$ cat config.mk
export PLATFORM = sky130hd
export DESIGN_NAME = intr_ack_seq
export DESIGN_NICKNAME = d
export VERILOG_FILES = /design/src/rtl/intr_seq_pkg.sv /design/src/rtl/intr_seq_class.sv /design/src/rtl/intr_seq_regs.sv /design/src/rtl/intr_ack_seq.sv
export SDC_FILE = /design/constraint.sdc
export NUM_CORES = 1
export LEC_CHECK = 0
export CORE_UTILIZATION = 27
export DETAILED_ROUTE_END_ITERATION = 10
export GPL_TIMING_DRIVEN = 0
export PLACE_DENSITY = 0.91
export SLEW_MARGIN = 30
export SYNTH_ARGS = -nofsm -noshare
export SYNTH_HDL_FRONTEND = slang
export SYNTH_SLANG_ARGS = --single-unit
export TNS_END_PERCENT = 100
$ cat constraint.sdc
create_clock -name clk_i -period 2.9 [get_ports clk_i]
set_clock_uncertainty 0.05 [all_clocks]
set_input_delay 0.87 -clock clk_i [delete_from_list [all_inputs] [get_ports clk_i]]
set_output_delay 0.87 -clock clk_i [all_outputs]
set_load 0.02 [all_outputs]
$ cat src/rtl/intr_seq_pkg.sv
package intr_seq_pkg;
  localparam int unsigned NUM_CLS = 2;
  localparam logic [7:0] OFF_SRC_NRM = 8'h10;
  localparam logic [7:0] OFF_SRC_FST = 8'h14;
  localparam logic [7:0] OFF_ACK     = 8'h18;

  typedef enum logic {
    CLS_NRM = 1'b0,
    CLS_FST = 1'b1
  } cls_e;
endpackage

$ cat src/rtl/intr_seq_class.sv
module intr_seq_class #(
  parameter int unsigned CODE_W = 5
) (
  input  logic              clk_i,
  input  logic              rst_ni,
  input  logic              cand_i,
  input  logic [CODE_W-1:0] code_i,
  input  logic              en_i,
  input  logic              ack_i,
  output logic              req_o,
  output logic [CODE_W-1:0] src_o
);
  logic              req_q;
  logic [CODE_W-1:0] src_q;
  logic              armed;
  logic              fire;

  // idle and busy are exact complements: one flop holds both
  assign armed = ~req_q;
  assign fire  = armed & cand_i & en_i;

  always_ff @(posedge clk_i or negedge rst_ni) begin
    if (!rst_ni) begin
      req_q <= 1'b0;
      src_q <= '0;
    end else if (ack_i) begin
      req_q <= 1'b0;
    end else if (fire) begin
      req_q <= 1'b1;
      src_q <= code_i;
    end
  end

  assign req_o = req_q;
  assign src_o = src_q;

  AST_RAISE_NEEDS_CAND: assert property (@(posedge clk_i) disable iff (!rst_ni)
    $rose(req_o) |-> $past(cand_i && en_i));
  AST_SRC_MOVES_ON_RAISE: assert property (@(posedge clk_i) disable iff (!rst_ni)
    !$stable(src_o) |-> $rose(req_o));
  AST_NO_RAISE_DISABLED: assert property (@(posedge clk_i) disable iff (!rst_ni)
    (!en_i && !req_o) |=> !req_o);
  AST_HOLD_UNTIL_ACK: assert property (@(posedge clk_i) disable iff (!rst_ni)
    (req_o && !ack_i) |=> (req_o && $stable(src_o)));
  AST_ACK_DROPS_REQ: assert property (@(posedge clk_i) disable iff (!rst_ni)
    ack_i |=> !req_o);
endmodule

$ cat src/rtl/intr_seq_regs.sv
module intr_seq_regs
  import intr_seq_pkg::*;
#(
  parameter int unsigned ADDR_W = 10,
  parameter int unsigned DATA_W = 32,
  parameter int unsigned CODE_W = 5
) (
  input  logic              clk_i,
  input  logic              rst_ni,
  input  logic              wr_i,
  input  logic              rd_i,
  input  logic [ADDR_W-1:0] addr_i,
  input  logic [DATA_W-1:0] wdata_i,
  input  logic [CODE_W-1:0] src_nrm_i,
  input  logic [CODE_W-1:0] src_fst_i,
  output logic [NUM_CLS-1:0] ack_o,
  output logic [DATA_W-1:0] rdata_o,
  output logic              clr_o,
  output logic [CODE_W-1:0] clr_line_o
);
  localparam int unsigned BANK_W = ADDR_W - 8;

  logic [BANK_W-1:0] bank;
  logic [7:0]        offs;
  logic              bank0;
  logic              hit_nrm, hit_fst, hit_ack;
  logic              unused_wdata;

  assign bank    = addr_i[ADDR_W-1:8];
  assign offs    = addr_i[7:0];
  assign bank0   = (bank == '0);
  assign hit_nrm = bank0 && (offs == OFF_SRC_NRM);
  assign hit_fst = bank0 && (offs == OFF_SRC_FST);
  assign hit_ack = bank0 && (offs == OFF_ACK);
  assign unused_wdata = ^wdata_i[DATA_W-1:NUM_CLS];

  // ack bit index equals class encoding
  for (genvar c = 0; c < NUM_CLS; c++) begin : g_ack
    assign ack_o[c] = wr_i && hit_ack && wdata_i[c];
  end

  always_comb begin
    rdata_o    = '0;
    clr_o      = 1'b0;
    clr_line_o = src_nrm_i;
    if (rd_i) begin
      if (hit_nrm) begin
        rdata_o    = DATA_W'(src_nrm_i);
        clr_o      = 1'b1;
        clr_line_o = src_nrm_i;
      end else if (hit_fst) begin
        rdata_o    = DATA_W'(src_fst_i);
        clr_o      = 1'b1;
        clr_line_o = src_fst_i;
      end
    end
  end

  AST_CLR_ONLY_ON_READ: assert property (@(posedge clk_i) disable iff (!rst_ni)
    clr_o |-> (rd_i && addr_i[ADDR_W-1:8] == '0));
  AST_ACK_ONLY_ON_WRITE: assert property (@(posedge clk_i) disable iff (!rst_ni)
    (|ack_o) |-> (wr_i && addr_i[ADDR_W-1:8] == '0));
endmodule

$ cat src/rtl/intr_ack_seq.sv
module intr_ack_seq
  import intr_seq_pkg::*;
#(
  parameter int unsigned ADDR_W = 10,
  parameter int unsigned DATA_W = 32,
  parameter int unsigned CODE_W = 5
) (
  input  logic              clk_i,
  input  logic              rst_ni,
  input  logic              nrm_any_i,
  input  logic [CODE_W-1:0] nrm_code_i,
  input  logic              fst_any_i,
  input  logic [CODE_W-1:0] fst_code_i,
  input  logic              glb_en_i,
  input  logic              wr_i,
  input  logic              rd_i,
  input  logic [ADDR_W-1:0] addr_i,
  input  logic [DATA_W-1:0] wdata_i,
  output logic [DATA_W-1:0] rdata_o,
  output logic              nrm_req_o,
  output logic              fst_req_o,
  output logic [CODE_W-1:0] nrm_src_o,
  output logic [CODE_W-1:0] fst_src_o,
  output logic              clr_o,
  output logic [CODE_W-1:0] clr_line_o
);
  logic [NUM_CLS-1:0]             cand;
  logic [NUM_CLS-1:0][CODE_W-1:0] code;
  logic [NUM_CLS-1:0]             ack;
  logic [NUM_CLS-1:0]             req;
  logic [NUM_CLS-1:0][CODE_W-1:0] src;

  assign cand[CLS_NRM] = nrm_any_i;
  assign cand[CLS_FST] = fst_any_i;
  assign code[CLS_NRM] = nrm_code_i;
  assign code[CLS_FST] = fst_code_i;

  for (genvar c = 0; c < NUM_CLS; c++) begin : g_cls
    intr_seq_class #(.CODE_W(CODE_W)) u_cls (
      .clk_i  (clk_i),
      .rst_ni (rst_ni),
      .cand_i (cand[c]),
      .code_i (code[c]),
      .en_i   (glb_en_i),
      .ack_i  (ack[c]),
      .req_o  (req[c]),
      .src_o  (src[c])
    );
  end

  intr_seq_regs #(
    .ADDR_W (ADDR_W),
    .DATA_W (DATA_W),
    .CODE_W (CODE_W)
  ) u_regs (
    .clk_i      (clk_i),
    .rst_ni     (rst_ni),
    .wr_i       (wr_i),
    .rd_i       (rd_i),
    .addr_i     (addr_i),
    .wdata_i    (wdata_i),
    .src_nrm_i  (src[CLS_NRM]),
    .src_fst_i  (src[CLS_FST]),
    .ack_o      (ack),
    .rdata_o    (rdata_o),
    .clr_o      (clr_o),
    .clr_line_o (clr_line_o)
  );

  assign nrm_req_o = req[CLS_NRM];
  assign fst_req_o = req[CLS_FST];
  assign nrm_src_o = src[CLS_NRM];
  assign fst_src_o = src[CLS_FST];

  AST_CLASSES_APART: assert property (@(posedge clk_i) disable iff (!rst_ni)
    (ack == 2'b01 && fst_req_o) |=> (fst_req_o && $stable(fst_src_o)));
endmodule

==> flow_summary.json <==
{
  "reg2reg_to": "g_cls[1].u_cls.src_o[4]",
  "drt_iter0_drc": 12,
  "routed_wl_um": 2190,
  "portBuffers": 50,
  "violations": "setup timing",
  "sequential_cell_area_sq_um": 300,
  "synth_fa_ha_area_share_pct": 0,
  "synth_xor_area_share_pct": 0,
  "finalHoldViolCount": 0,
  "areaGrowthSynthToFinish_pct": 80.9,
  "ant_nets": 0,
  "cp_common_cell": "buf_6",
  "drt-pass1-iter-count": 4,
  "cpPeakStageDelay_ps": 340,
  "vias_per_cell": 3.77,
  "cp_max_fo": 5,
  "worstPathArrival_ps": 2190,
  "synth.cell_area_sq_um": 938,
  "ys_seq_area_share_pct": 32.0,
  "timing.rr.start": "g_cls[1].u_cls.req_o",
  "gp_congestion": 0.807,
  "worst_pin_slew_ps": 530,
  "overflow": 0,
  "die-area_sq_mm": 0.00372,
  "hold_end": "g_cls[1].u_cls.src_o[3]",
  "grt_pass1_wl_um": 3060,
  "clock-sinks": 12,
  "cts_tree": "built",
  "grt.total_usage_pct": 11.4,
  "grt_pass1_vias": 689,
  "final_cell_mix": "buf_4 (33), clkdlybuf4s50_1 (31), conb_1 (27)",
  "worstPathCellList": "buf_6 -> nor4_4 -> and4b_1 -> buf_6 -> nand4b_4 -> mux2_4 -> buf_6",
  "fin_nets": 226,
  "reg2regPathDepth": 2,
  "antenna_found_initial": 0,
  "io_pins": 109,
  "min_period_over_period_pct": 107,
  "fp.dieH_um": 61.0,
  "multiInputGateArea_sq_um": 559,
  "drive_gt1_share_pct": 43.6,
  "fillers": 310,
  "synth_cell_type_count": 18,
  "drc_errors": 0,
  "syn_inst": 82,
  "cts.path.max_buffers": 2,
  "final_common_cell": "buf_4",
  "yosys.area_share.simple_pct": 9.60,
  "maxCapViolations": 0,
  "start_kind": "input pin",
  "insertion_delay_ps": 260,
  "ctsHoldBuffers": 0,
  "synth-seq-cells": 12,
  "core-area_sq_mm": 0.00334,
  "grt_max_degree": 13,
  "htree_levels": 1,
  "hold_depth": 1,
  "cts_buffers": 3,
  "dieWidth_um": 61.0,
  "synth.avg_cell_area_sq_um": 11.4,
  "crit_slowest_cell": "mux2_4",
  "worstPathRequired_ps": 1980,
  "num_antenna_cells": 0,
  "power_density_mw_per_mm2": 369,
  "place_inst": 204,
  "yosys_warnings": 0,
  "final_core_util_pct": 50.9,
  "min_path_type": "reg2reg",
  "relSlewSlack_pct": 64.6,
  "reg2reg_slack_ps": 1640,
  "final-setup-viol-count": 11,
  "dp_hpwl_um": 1800,
  "via_count": 796,
  "start_util_pct": 28.1,
  "clkTransAtPathRegs_ps": 70,
  "p_leak_nw": 0.915,
  "wl_per_cell_um": 10.4,
  "outcome": "finished with violations",
  "worstSetupPathType": "in2out",
  "whs_ps": 528,
  "synth-compound-area-share_pct": 6.67,
  "root_buffer": "clkbuf_4",
  "fmax_mhz": 321,
  "peakVddDrop_v": 0.000118,
  "slew_violations": 0,
  "finalNonFillerCells": 211,
  "synth.area.mux_share_pct": 27.3,
  "min_period_ps": 3110,
  "rows": 21,
  "dp_slack_ps": -938,
  "end_kind": "output port",
  "synth_top_family_by_area": "multiplexers",
  "fin_ws_ps": -211,
  "worstHoldStart": "g_cls[1].u_cls.src_o[3]",
  "rsz0062_at_grt": "yes",
  "startpoint": "addr_i[8]"
}
[state kept, by name (all words and copies together), names as in the netlist]
signal and count:
g_cls.u_cls.req_o 2, g_cls.u_cls.src_o 10
[cells by family (layout without fill, tap and decap cells)]
family	after synthesis	in the layout
compound gates	6	6
buf+inv	30	87
other cells	1	27
mux	20	20
flops	12	12
simple gates	13	13
[per-layer routing]
| layer | wire (um) | GRT usage [%] |
|---|---|---|
| met1 | 850 | 12.4 |
| met3 | 130 | 1.07 |
| met5 | 0 | 0 |
| met4 | 0 | 4.87 |
| met2 | 1210 | 22.1 |
[cell type report]
class / count / share of cell area (%)
Multi-Input combinational cell: 66 / 32.9
Timing Repair Buffer: 54 / 31.2
Sequential cell: 12 / 17.7
Buffer: 29 / 13.3
Tap cell: 46 / 3.39
Clock buffer: 3 / 1.33
Inverter: 1 / 0.221
[report_power, final]
part	leakage [nW]	switching, W	internal [W]
logic	0.758	0.000132	0.000177
clock network	0.0138	0.0000469	0.0000478
registers	0.143	0.0000306	0.000193
[Yosys cell counts, drive strengths merged]
master,count,area share (%)
and3b,1,1.3
nor2,6,2.4
a31oi,2,1.3
nor4,1,0.67
a311o,2,4.3
dfrtp,12,32
mux2,15,22
nand3b,1,0.80
inv,1,0.40
and4b,1,1.1
conb,1,0.40
nand4b,1,2.5
a21oi,2,1.1
buf,29,24
mux2i,5,5.3
nand2,2,0.80
[metrics by stage]
step	TNS, ps	total power, W	area [sq um]
floorplan	0	0.000388	1040
global placement	-9690	0.000515	1590
detailed placement	-9950	0.000519	1590
CTS	-1430	0.000630	1640
global route	-2940	0.000666	1700
finish	-1760	0.000627	1700
[worst max-delay path, delay by kind of cell]
kind	cells	cell delay, ps
muxes	1	340
buffers and inverters	3	330
and+or+nand+nor	3	640
[worst max path at each step]
stage                     cells after the start  slack, ps             to
after floorplan                               5         50     rdata_o[0]
after global placement                        7       -920  clr_line_o[2]
after detailed placement                      7       -940  clr_line_o[4]
after CTS                                     7       -220  clr_line_o[4]
after global routing                          7       -320  clr_line_o[2]
final                                         7       -210  clr_line_o[4]
[timing repair]
item,4_1_cts,5_1_grt
buffers inserted,2,2
setup endpoints to repair,11,11
gates resized for setup,84,9
pin swaps,6,4
No activity file was read; power rests on OpenSTA's default activity.
